### src/rtl/mwalu_pkg.sv
`timescale 1ns/1ps
package mwalu_pkg;

  localparam int FLAG_N = 6;
  localparam int FLG_C  = 0;
  localparam int FLG_P  = 1;
  localparam int FLG_A  = 2;
  localparam int FLG_Z  = 3;
  localparam int FLG_S  = 4;
  localparam int FLG_O  = 5;

  typedef enum logic [2:0] {
    OP_ADD  = 3'd0,
    OP_SUB  = 3'd1,
    OP_ADC  = 3'd2,
    OP_SBB  = 3'd3,
    OP_INC  = 3'd4,
    OP_DEC  = 3'd5,
    OP_NEG  = 3'd6,
    OP_NONE = 3'd7
  } alu_op_e;

  // Bit order of this struct matches the flags / flags_we ports.
  typedef struct packed {
    logic ovf;
    logic sgn;
    logic zer;
    logic aux;
    logic par;
    logic cry;
  } flags_t;

  localparam flags_t WE_ALL    = '{ovf: 1'b1, sgn: 1'b1, zer: 1'b1, aux: 1'b1, par: 1'b1, cry: 1'b1};
  localparam flags_t WE_NO_CRY = '{ovf: 1'b1, sgn: 1'b1, zer: 1'b1, aux: 1'b1, par: 1'b1, cry: 1'b0};
  localparam flags_t WE_NONE   = '0;

endpackage

### src/rtl/mwalu_operand_prep.sv
`timescale 1ns/1ps
// Maps every operation onto one adder form x + y + c.
// "inv" marks the subtracting forms, whose carry and aux flags are borrows.
module mwalu_operand_prep
  import mwalu_pkg::*;
#(
  parameter int MAX_W = 32
) (
  input  logic [2:0]       op,
  input  logic [MAX_W-1:0] a,
  input  logic [MAX_W-1:0] b,
  input  logic             cin,
  output logic [MAX_W-1:0] x,
  output logic [MAX_W-1:0] y,
  output logic             c,
  output logic             inv,
  output logic             kill,
  output flags_t           we
);

  always_comb begin
    x    = a;
    y    = b;
    c    = 1'b0;
    inv  = 1'b0;
    kill = 1'b0;
    we   = WE_ALL;
    unique case (alu_op_e'(op))
      OP_ADD: ;
      OP_ADC: c = cin;
      OP_SUB: begin
        y   = ~b;
        c   = 1'b1;
        inv = 1'b1;
      end
      OP_SBB: begin
        y   = ~b;
        c   = ~cin;
        inv = 1'b1;
      end
      OP_INC: begin
        y  = '0;
        c  = 1'b1;
        we = WE_NO_CRY;
      end
      OP_DEC: begin
        y   = '1;
        inv = 1'b1;
        we  = WE_NO_CRY;
      end
      OP_NEG: begin
        x   = '0;
        y   = ~a;
        c   = 1'b1;
        inv = 1'b1;
      end
      default: begin
        x    = '0;
        y    = '0;
        kill = 1'b1;
        we   = WE_NONE;
      end
    endcase
  end

endmodule

### src/rtl/mwalu_lanes.sv
`timescale 1ns/1ps
// One adder per supported width. The selected lane provides the sum and
// the carries around its top bit.
module mwalu_lanes #(
  parameter int MAX_W   = 32,
  parameter int BASE_W  = 8,
  parameter int N_SIZES = 3,
  parameter int SEL_W   = 2
) (
  input  logic [MAX_W-1:0] x,
  input  logic [MAX_W-1:0] y,
  input  logic             c,
  input  logic [SEL_W-1:0] sel,
  output logic [MAX_W-1:0] sum,
  output logic             cout,
  output logic             cmsb,
  output logic             msb,
  output logic             nib_c
);

  logic [MAX_W-1:0] lane_sum [N_SIZES];
  logic             lane_co  [N_SIZES];
  logic             lane_ci  [N_SIZES];
  logic             lane_top [N_SIZES];

  for (genvar g = 0; g < N_SIZES; g++) begin : g_lane
    localparam int W = BASE_W << g;
    logic [W:0] s;
    assign s = {1'b0, x[W-1:0]} + {1'b0, y[W-1:0]} + {{W{1'b0}}, c};
    if (W < MAX_W) begin : g_pad
      assign lane_sum[g] = {{(MAX_W-W){1'b0}}, s[W-1:0]};
    end else begin : g_full
      assign lane_sum[g] = s[W-1:0];
    end
    assign lane_co[g]  = s[W];
    assign lane_ci[g]  = s[W-1] ^ x[W-1] ^ y[W-1];
    assign lane_top[g] = s[W-1];
  end

  // The carry out of the low nibble is the same for every width.
  logic [4:0] nib;
  assign nib   = {1'b0, x[3:0]} + {1'b0, y[3:0]} + {4'b0, c};
  assign nib_c = nib[4];

  always_comb begin
    sum  = '0;
    cout = 1'b0;
    cmsb = 1'b0;
    msb  = 1'b0;
    for (int i = 0; i < N_SIZES; i++) begin
      if (sel == SEL_W'(i)) begin
        sum  = lane_sum[i];
        cout = lane_co[i];
        cmsb = lane_ci[i];
        msb  = lane_top[i];
      end
    end
  end

endmodule

### src/rtl/mwalu_flag_gen.sv
`timescale 1ns/1ps
module mwalu_flag_gen
  import mwalu_pkg::*;
#(
  parameter int MAX_W = 32
) (
  input  logic [MAX_W-1:0] sum,
  input  logic             cout,
  input  logic             cmsb,
  input  logic             msb,
  input  logic             nib_c,
  input  logic             inv,
  input  logic             kill,
  output logic [MAX_W-1:0] res,
  output flags_t           flg
);

  always_comb begin
    res = kill ? '0 : sum;
    flg = '0;
    if (!kill) begin
      flg.cry = cout ^ inv;
      flg.ovf = cout ^ cmsb;
      flg.sgn = msb;
      flg.zer = (sum == '0);
      flg.aux = nib_c ^ inv;
      flg.par = ~^sum[7:0];
    end
  end

endmodule

### src/rtl/mwalu_out_reg.sv
`timescale 1ns/1ps
// Single valid/ready register stage.
module mwalu_out_reg #(
  parameter int DW = 44
) (
  input  logic          clk,
  input  logic          rst_n,
  input  logic          s_valid,
  output logic          s_ready,
  input  logic [DW-1:0] s_data,
  output logic          m_valid,
  input  logic          m_ready,
  output logic [DW-1:0] m_data
);

  assign s_ready = !m_valid || m_ready;

  always_ff @(posedge clk) begin
    if (!rst_n) begin
      m_valid <= 1'b0;
    end else if (s_ready) begin
      m_valid <= s_valid;
    end
  end

  always_ff @(posedge clk) begin
    if (s_valid && s_ready) begin
      m_data <= s_data;
    end
  end

endmodule

### src/rtl/multiwidth_alu.sv
`timescale 1ns/1ps
module multiwidth_alu
  import mwalu_pkg::*;
#(
  parameter int MAX_W   = 32,
  parameter int BASE_W  = 8,
  parameter int N_SIZES = 3,
  parameter int SIZE_W  = 2
) (
  input  logic              clk,
  input  logic              rst_n,
  input  logic              in_valid,
  output logic              in_ready,
  input  logic [2:0]        op,
  input  logic [SIZE_W-1:0] size,
  input  logic [MAX_W-1:0]  opa,
  input  logic [MAX_W-1:0]  opb,
  input  logic              carry_in,
  output logic              out_valid,
  input  logic              out_ready,
  output logic [MAX_W-1:0]  result,
  output logic [FLAG_N-1:0] flags,
  output logic [FLAG_N-1:0] flags_we
);

  localparam int PAY_W   = MAX_W + 2 * FLAG_N;
  localparam int TOP_SEL = N_SIZES - 1;

  // Width codes above the largest lane alias to the largest lane.
  logic [SIZE_W-1:0] sel;
  assign sel = (size > SIZE_W'(TOP_SEL)) ? SIZE_W'(TOP_SEL) : size;

  logic [MAX_W-1:0] x, y;
  logic             c, inv, kill;
  flags_t           we;

  mwalu_operand_prep #(.MAX_W(MAX_W)) u_prep (
    .op   (op),
    .a    (opa),
    .b    (opb),
    .cin  (carry_in),
    .x    (x),
    .y    (y),
    .c    (c),
    .inv  (inv),
    .kill (kill),
    .we   (we)
  );

  logic [MAX_W-1:0] sum;
  logic             cout, cmsb, msb, nib_c;

  mwalu_lanes #(
    .MAX_W   (MAX_W),
    .BASE_W  (BASE_W),
    .N_SIZES (N_SIZES),
    .SEL_W   (SIZE_W)
  ) u_lanes (
    .x     (x),
    .y     (y),
    .c     (c),
    .sel   (sel),
    .sum   (sum),
    .cout  (cout),
    .cmsb  (cmsb),
    .msb   (msb),
    .nib_c (nib_c)
  );

  logic [MAX_W-1:0] res;
  flags_t           flg;

  mwalu_flag_gen #(.MAX_W(MAX_W)) u_flags (
    .sum   (sum),
    .cout  (cout),
    .cmsb  (cmsb),
    .msb   (msb),
    .nib_c (nib_c),
    .inv   (inv),
    .kill  (kill),
    .res   (res),
    .flg   (flg)
  );

  logic [PAY_W-1:0] pay_q;

  mwalu_out_reg #(.DW(PAY_W)) u_oreg (
    .clk     (clk),
    .rst_n   (rst_n),
    .s_valid (in_valid),
    .s_ready (in_ready),
    .s_data  ({res, flg, we}),
    .m_valid (out_valid),
    .m_ready (out_ready),
    .m_data  (pay_q)
  );

  assign result   = pay_q[PAY_W-1 -: MAX_W];
  assign flags    = pay_q[2*FLAG_N-1 -: FLAG_N];
  assign flags_we = pay_q[FLAG_N-1:0];

endmodule

### config.mk
export PLATFORM = sky130hd
export DESIGN_NAME = multiwidth_alu
export DESIGN_NICKNAME = d
export VERILOG_FILES = /design/src/rtl/mwalu_pkg.sv /design/src/rtl/mwalu_operand_prep.sv /design/src/rtl/mwalu_lanes.sv /design/src/rtl/mwalu_flag_gen.sv /design/src/rtl/mwalu_out_reg.sv /design/src/rtl/multiwidth_alu.sv
export SDC_FILE = /design/constraint.sdc
export NUM_CORES = 1
export LEC_CHECK = 0
export BUFFER_PORTS_ARGS = -buffer_cell sky130_fd_sc_hd__buf_2
export CAP_MARGIN = 25
export CORE_AREA = 5 5 145 147
export DETAILED_ROUTE_END_ITERATION = 7
export DIE_AREA = 0 0 150 152
export GPL_TIMING_DRIVEN = 0
export PLACE_DENSITY = 0.44
export SYNTH_ARGS = -nofsm -noshare
export SYNTH_HDL_FRONTEND = slang
export SYNTH_SLANG_ARGS = --single-unit
### constraint.sdc
create_clock -name clk -period 11.6 [get_ports clk]
set_input_delay 1.16 -clock clk [delete_from_list [all_inputs] [get_ports clk]]
set_output_delay 1.16 -clock clk [all_outputs]
set_load 0.02 [all_outputs]
==> results of run 1 <==
power breakdown:
part	leakage (nW)	internal (mW)	switching, mW
combinational	1.98	0.147	0.226
sequential	0.402	0.195	0.00508
clock	0.0800	0.102	0.0621
logic make-up after synthesis:
group	Yosys count	synth area share, %
adders and majority gates	37	10.0
muxes	5	1.10
and+or+nand+nor	151	16.5
buffers and inverters	89	7.41
AOI/OAI and AO/OA	216	32.3
DFF	41	25.6
xor gates and xnor gates	38	7.12
placed cells by master (no fill, tap or decap), types with 3 or more instances in the layout:
cell type,count
buf_2,121
inv_1,48
nor2_1,41
edfxtp_1,40
o21a_1,39
and2_1,36
o211ai_1,35
ha_1,35
o22ai_1,32
clkbuf_1,28
nand2_1,25
xnor2_1,24
a21oi_1,23
o21ai_0,21
xor2_1,13
a21o_1,11
nand3_1,9
and3_1,8
nand2b_1,7
a211oi_1,7
nand4_1,6
a21oi_2,5
a31oi_1,5
nor2b_1,5
buf_1,5
clkbuf_16,5
o21ai_1,4
a2111oi_0,4
buf_4,4
nor3_1,3
mux2i_1,3
o21bai_1,3
synthesized netlist by cell type (8+ instances only):
library cell   n  area (um^2)
o21ai_0       21          105
and3_1         8         50.1
nand2_1       25         93.8
edfxtp_1      40         1200
and2_1        37          231
xor2_1        13          114
o21a_1        39          293
nor2_1        41          154
inv_1         48          180
nand3_1        9         45.0
o211ai_1      35          263
ha_1          35          438
clkbuf_1      28          105
a21o_1        11         82.6
a21oi_1       23          115
o22ai_1       32          200
xnor2_1       24          210
worst paths after layout:
check             slack (ns)                         endpoint                         from
setup / recovery        5.01   u_oreg.m_data[9]$_SDFFCE_PN0P_                        op[2]
hold / removal          0.52      u_oreg.m_valid$_SDFFE_PN0N_  u_oreg.m_valid$_SDFFE_PN0N_
setup reg to reg       10.28  u_oreg.m_data[26]$_SDFFCE_PN0P_  u_oreg.m_valid$_SDFFE_PN0N_
hold reg to reg         0.52      u_oreg.m_valid$_SDFFE_PN0N_  u_oreg.m_valid$_SDFFE_PN0N_
per-stage QoR:
stage | power (mW) | hold slack [ns]
after floorplan | 0.468 | 0.750
after global placement | 0.578 | 0.517
after detailed placement | 0.576 | 0.520
after CTS | 0.742 | 0.530
after global routing | 0.787 | 0.589
final | 0.737 | 0.519
worst max-delay path: stages:
cell       delay [ns]
buf_2            0.14
clkbuf_1         0.41
clkbuf_1         0.45
buf_1            0.54
a21oi_1          0.11
xnor2_1          0.26
fa_1             0.26
inv_1            0.06
fa_1             0.41
nand2b_1         0.18
a21oi_1          0.42
nor3_1           0.16
o31ai_1          0.61
a211oi_2         0.17
xor2_1           0.31
nand3_1          0.12
or4_4            0.53
a2111oi_4        0.37
state kept, by name, indices dropped and copies added (netlist names):
name	flops
u_oreg.m_data	40
u_oreg.m_valid	1
area by class of cell:
type | instances | share of cell area [%]
Multi-Input combinational cell | 447 | 54.4
Sequential cell | 41 | 20.7
Timing Repair Buffer | 118 | 10.3
Tap cell | 270 | 5.73
Inverter | 48 | 3.06
Buffer | 41 | 2.95
Clock buffer | 5 | 2.12
Clock inverter | 3 | 0.785
metal layers:
layer	GRT usage, %	up-vias	routed length (um)	share of wire (%)
met5	0	-	0	0
met3	2.00	14	876	5.2
li1	-	2373	-	-
met1	20.4	2140	8290	49
met4	3.62	0	283	1.7
met2	23.3	144	7520	44
==> impl_metrics.py, run 1 <==
metrics = {
    "timing": {
        "rsz0062_at_grt": "false",
        "layout_setup_ws_ns": 5.01,
        "setup_viol": 0,
        "fin_worst_skew_ns": 0.00744,
        "slew_headroom_pct": 52.2,
        "min_period_over_period_pct": 56.8,
        "worst_pin_slew_ns": 0.717,
        "fmax_mhz": 152,
        "setup_tns_ns": 0,
        "hold_viol_final": 0,
        "period_needed_ns": 6.59,
        "drv_slew": 0,
    },
    "min_path": {
        "hold_class": "reg -> reg",
        "holdPathStages": 2,
    },
    "synthesis": {
        "ys.flop_type": "edfxtp_1",
        "synthesis.area_um2": 4780,
        "synth.yosys.seq_area_share_pct": 25.6,
        "synth_cells": 577,
        "async_flop_share_pct": 0,
        "synth_edf_count": 40,
        "ys_ff_latch": 41,
        "syn_avg_cell_area_um2": 8.28,
        "syn-num-nets": 688,
        "synthDistinctLibCells": 62,
        "ys_warn_count": 0,
    },
    "drt": {
        "drc_errors": 0,
        "vias": 4671,
        "firstDrtPassIters": 5,
        "drt_iter0_drc": 350,
        "wl_per_cell_um": 17.4,
        "final_antenna_net_count": 0,
        "via_per_inst": 4.80,
        "wl_um": 17000,
    },
    "power": {
        "peakVddDrop_v": 0.0000519,
        "powerDensity_nw_per_um2": 125,
        "leakage_nw": 2.47,
    },
    "global_route": {
        "grt_overflow_total": 0,
        "grt_use_total_pct": 14.5,
        "grt_pass1_vias": 4725,
        "antenna_found_initial": 0,
        "grt_max_degree": 29,
        "grt_pass1_wl_um": 26200,
    },
    "worst_setup_path": {
        "crit_path_start_kind": "input port",
        "crit_arrival_ns": 6.69,
        "crit_required_ns": 11.70,
        "worstPathMaxFanout": 10,
        "reg2reg_depth": 3,
        "crit_type": "in -> reg",
        "critPathCaptureType": "flip-flop",
    },
    "placed_design": {
        "gp_congestion": 0.877,
        "port-buffer-count": 117,
        "hpwlAfterDp_um": 14000,
        "dpl_worst_slack_ns": 4.75,
        "place_area_um2": 5720,
        "dpl.cell_count": 965,
    },
    "floorplan": {
        "start_util_pct": 24.2,
        "die_w_um": 150,
        "core_area_um2": 19800,
        "ios": 120,
        "rows": 52,
        "die_area_um2": 22800,
        "die_h_um": 152,
    },
    "final_layout": {
        "final_area_um2": 5890,
        "fillCellCount": 2195,
        "area_growth_pct": 23.4,
        "drive_gt1_share_pct": 22.2,
        "layout.nets": 813,
        "multi_input_area_um2": 3200,
        "instances_no_fill": 973,
        "num_antenna_cells": 0,
        "regArea_um2": 1220,
        "fin_util_pct": 29.8,
    },
    "cts": {
        "clk_pin_slew_worst_paths_ns": 0.07,
        "cts_max_level": 2,
        "clockBufferDepth": 2,
        "cts_made_buffers": 5,
        "post_cts_buffers": 0,
        "cts-hold-fix-buffers": 0,
        "root_buffer": "clkbuf_16",
        "insertion_delay_ns": 0.29,
        "cts_tree": "yes",
        "cts_resized": 0,
        "cts.sinks": 41,
    },
    "run": {
        "cap_viol_max_count": 0,
    },
    "status": {
        "outcome": "complete, no violations",
    },
}
Power figures use the tool's default switching activity.
==> run 2: changes to the inputs <==
--- a/config.mk
+++ b/config.mk
@@ -5,11 +5,12 @@
 export SDC_FILE = /design/constraint.sdc
 export NUM_CORES = 1
 export LEC_CHECK = 0
+export ABC_AREA = 1
 export BUFFER_PORTS_ARGS = -buffer_cell sky130_fd_sc_hd__buf_2
 export CAP_MARGIN = 25
-export CORE_AREA = 5 5 145 147
+export CORE_AREA = 5 5 150 152
 export DETAILED_ROUTE_END_ITERATION = 7
-export DIE_AREA = 0 0 150 152
+export DIE_AREA = 0 0 155 157
 export GPL_TIMING_DRIVEN = 0
 export PLACE_DENSITY = 0.44
 export SYNTH_ARGS = -nofsm -noshare
==> constraint.sdc (replaced) <==
create_clock -name clk -period 6.1 [get_ports clk]
set_input_delay 0.61 -clock clk [delete_from_list [all_inputs] [get_ports clk]]
set_output_delay 0.61 -clock clk [all_outputs]
set_load 0.02 [all_outputs]
==> run 2 against run 1 <==
  * Largest power group unchanged
  * Worst setup slack got worse by 3.0 ns
  * Synthesized cell count is 48% higher
  * Combinational power increased by 79%
  * Cell count rose by 29%
  * Power increased by 75%
  * Global-route usage decreased by 0.16 points
  * Clock-buffer cell count stayed put
  * Via count up 17%
  * Critical path depth up 6
  * Clock power rose by 52%
  * Sequential share of layout area is 1.2 points lower
==> impl_metrics.py, run 2 <==
metrics = {
    "global_route": {
        "grt_max_degree": 22,
        "antenna_found_initial": 0,
        "grt_pass1_wl_um": 27800,
        "grt_overflow_total": 0,
        "grt_pass1_vias": 5345,
        "grt_use_total_pct": 14.3,
    },
    "power": {
        "combPwrFrac_pct": 51.7,
        "switching_share_pct": 42.6,
        "peakVddDrop_v": 0.0000908,
        "seqPwrFrac_pct": 28.9,
        "clkPwrFrac_pct": 19.4,
        "leakage_nw": 3.37,
        "p_int_uw": 740,
        "switching_power_uw": 549,
        "powerDensity_nw_per_um2": 206,
        "total_power_mw": 1.29,
    },
    "floorplan": {
        "die_area_um2": 24300,
        "core_area_um2": 20900,
        "start_util_pct": 24.6,
        "die_h_um": 157,
        "rows": 53,
        "ios": 120,
        "die_w_um": 155,
    },
    "final_layout": {
        "regArea_um2": 1220,
        "fin_util_pct": 29.9,
        "num_antenna_cells": 0,
        "final_area_um2": 6250,
        "fillCellCount": 2435,
        "max_flop_register": "u_oreg.m_data",
        "top_regs": "u_oreg.m_data x40, u_oreg.m_valid x1",
        "multi_input_area_um2": 3250,
        "final_common_cell": "nand2_1",
        "drive_gt1_share_pct": 15.8,
        "largest_reg_flops": 40,
        "area_growth_pct": 21.7,
        "layout.nets": 1089,
        "layout_common_cells": "230 x nand2_1, 146 x inv_1, 119 x buf_2, 116 x nor2_1, 66 x o21ai_0",
    },
    "worst_setup_path": {
        "r2r_slack_ns": 4.60,
        "crit_type": "in -> reg",
        "critPathCaptureType": "flip-flop",
        "r2r-end": "u_oreg.m_data[6]$_SDFFCE_PN0P_",
        "reg2reg_depth": 2,
        "crit_required_ns": 6.24,
        "worstPathMaxFanout": 10,
        "crit_path_start_kind": "input port",
        "timing.rr.start": "u_oreg.m_valid$_SDFFE_PN0N_",
        "crit_arrival_ns": 4.26,
    },
    "cts": {
        "cts.sinks": 41,
        "post_cts_buffers": 0,
        "cts_tree": "yes",
        "cts_max_level": 2,
        "root_buffer": "clkbuf_16",
        "clk_pin_slew_worst_paths_ns": 0.06,
        "cts_resized": 0,
        "cts-hold-fix-buffers": 0,
        "insertion_delay_ns": 0.28,
        "cts_made_buffers": 5,
        "clockBufferDepth": 2,
    },
    "timing": {
        "rsz0062_at_grt": "false",
        "worst_pin_slew_ns": 0.833,
        "setup_tns_ns": 0,
        "fmax_mhz": 243,
        "period_needed_ns": 4.11,
        "slew_headroom_pct": 44.0,
        "min_period_over_period_pct": 67.4,
        "drv_slew": 0,
        "hold_viol_final": 0,
        "setup_viol": 0,
        "fin_worst_skew_ns": 0.00351,
    },
    "drt": {
        "firstDrtPassIters": 5,
        "via_per_inst": 4.37,
        "vias": 5482,
        "wl_um": 17700,
        "drt_iter0_drc": 310,
        "wl_per_cell_um": 14.1,
        "drc_errors": 0,
        "final_antenna_net_count": 0,
    },
    "synthesis": {
        "synth.most_common_cell": "nand2_1",
        "syn-num-nets": 963,
        "async_flop_share_pct": 0,
        "synth_cells": 852,
        "synth_top_area_share_pct": 23.4,
        "synthDistinctLibCells": 38,
        "syn_avg_cell_area_um2": 6.03,
        "ys.flop_type": "edfxtp_1",
        "ys_warn_count": 0,
        "synth_edf_count": 40,
        "synth_area_leaders": "edfxtp_1 23%, nand2_1 17%, inv_1 11%",
        "synth.yosys.seq_area_share_pct": 23.8,
        "synth.largest_area_cell": "edfxtp_1",
        "ys_ff_latch": 41,
        "netlist_top_cells_count": "230 x nand2_1, 146 x inv_1, 116 x nor2_1",
        "synthesis.area_um2": 5140,
    },
    "placed_design": {
        "gp_congestion": 0.850,
        "place_area_um2": 6110,
        "port-buffer-count": 118,
        "hpwlAfterDp_um": 15500,
    },
    "min_path": {
        "hold_path_end": "u_oreg.m_valid$_SDFFE_PN0N_",
        "holdPathStages": 2,
        "hp-start": "u_oreg.m_valid$_SDFFE_PN0N_",
        "hold_class": "reg -> reg",
    },
    "status": {
        "outcome": "complete, no violations",
    },
    "run": {
        "cap_viol_max_count": 0,
    },
}
run 2: cell types whose count changed in the layout (fill, tap and decap cells not counted), moves of 38 or more:
cell     before  now
nand2_1      25  230
o21ai_0      21   66
nor2_1       41  116
o21a_1       39    1
nand3_1       9   55
inv_1        48  146
run 2: logic make-up after synthesis:
kind of cell | share of synthesized area [%]
AOI/OAI and AO/OA | 13.9
xor gates and xnor gates | 2.02
adders and majority gates | 9.31
buffers and inverters | 13.1
DFF | 23.8
and+or+nand+nor | 37.9
run 2: per-stage QoR:
step	setup WS, ns	hold slack, ns	cells
floorplan	2.59	0.729	852
global placement	1.65	0.498	1245
detailed placement	1.66	0.538	1246
CTS	1.95	0.546	1254
global route	1.55	0.575	1254
finish	1.99	0.539	1254
run 2: area by class of cell:
class	instances	share of cell area [%]
Buffer	25	1.76
Clock buffer	5	2.00
Clock inverter	3	0.280
Inverter	150	9.01
Multi-Input combinational cell	636	52.0
Sequential cell	41	19.5
Tap cell	275	5.50
Timing Repair Buffer	119	9.89
run 2: per-layer routing:
metal  routed length [um]  GRT usage, %  part of all wire, %  vias to the layer above
met5                    0             0                    0                        -
met4                  180          2.94                  1.0                        0
met3                  717          1.13                  4.1                       10
met2                 7460          22.2                   42                      130
met1                 9320          21.7                   53                     2348
li1                     -             -                    -                     2994
run 2: power groups by stage:
stage | Combinational [mW] | Sequential, mW | Clock, mW
2_1_floorplan | 0.408 | 0.428 | 0
3_3_place_gp | 0.662 | 0.381 | 0
3_5_place_dp | 0.668 | 0.380 | 0
4_1_cts | 0.672 | 0.374 | 0.260
5_1_grt | 0.755 | 0.377 | 0.273
6_report | 0.666 | 0.372 | 0.250
run 2: how the worst max path moves through the flow:
stage | startpoint | to | slack, ns | cells after the start
after floorplan | op[1] | u_oreg.m_data[9]$_SDFFCE_PN0P_ | 2.59 | 24
after global placement | op[2] | u_oreg.m_data[9]$_SDFFCE_PN0P_ | 1.65 | 25
after detailed placement | op[1] | u_oreg.m_data[9]$_SDFFCE_PN0P_ | 1.66 | 23
after CTS | op[1] | u_oreg.m_data[9]$_SDFFCE_PN0P_ | 1.95 | 23
after global routing | op[2] | u_oreg.m_data[9]$_SDFFCE_PN0P_ | 1.55 | 25
final | op[1] | u_oreg.m_data[9]$_SDFFCE_PN0P_ | 1.99 | 24
run 2: critical path, cell delays in order:
cell and delay [ns]:
buf_2 0.12, inv_1 0.14, nor3_4 0.08, inv_1 0.10, clkbuf_1 0.34, nor2_1 0.08, nor4_1 0.64, inv_1 0.13
ha_1 0.35, nand3_1 0.11, nand3_2 0.13, nand2_1 0.08, nand2_1 0.09, xor2_1 0.19, inv_1 0.13, ha_1 0.15
nand4_1 0.09, nor2_1 0.10, nand2_1 0.06, nor2_1 0.10, nand3_1 0.09, nor2_1 0.11, nand4_1 0.12, nor2_1 0.10
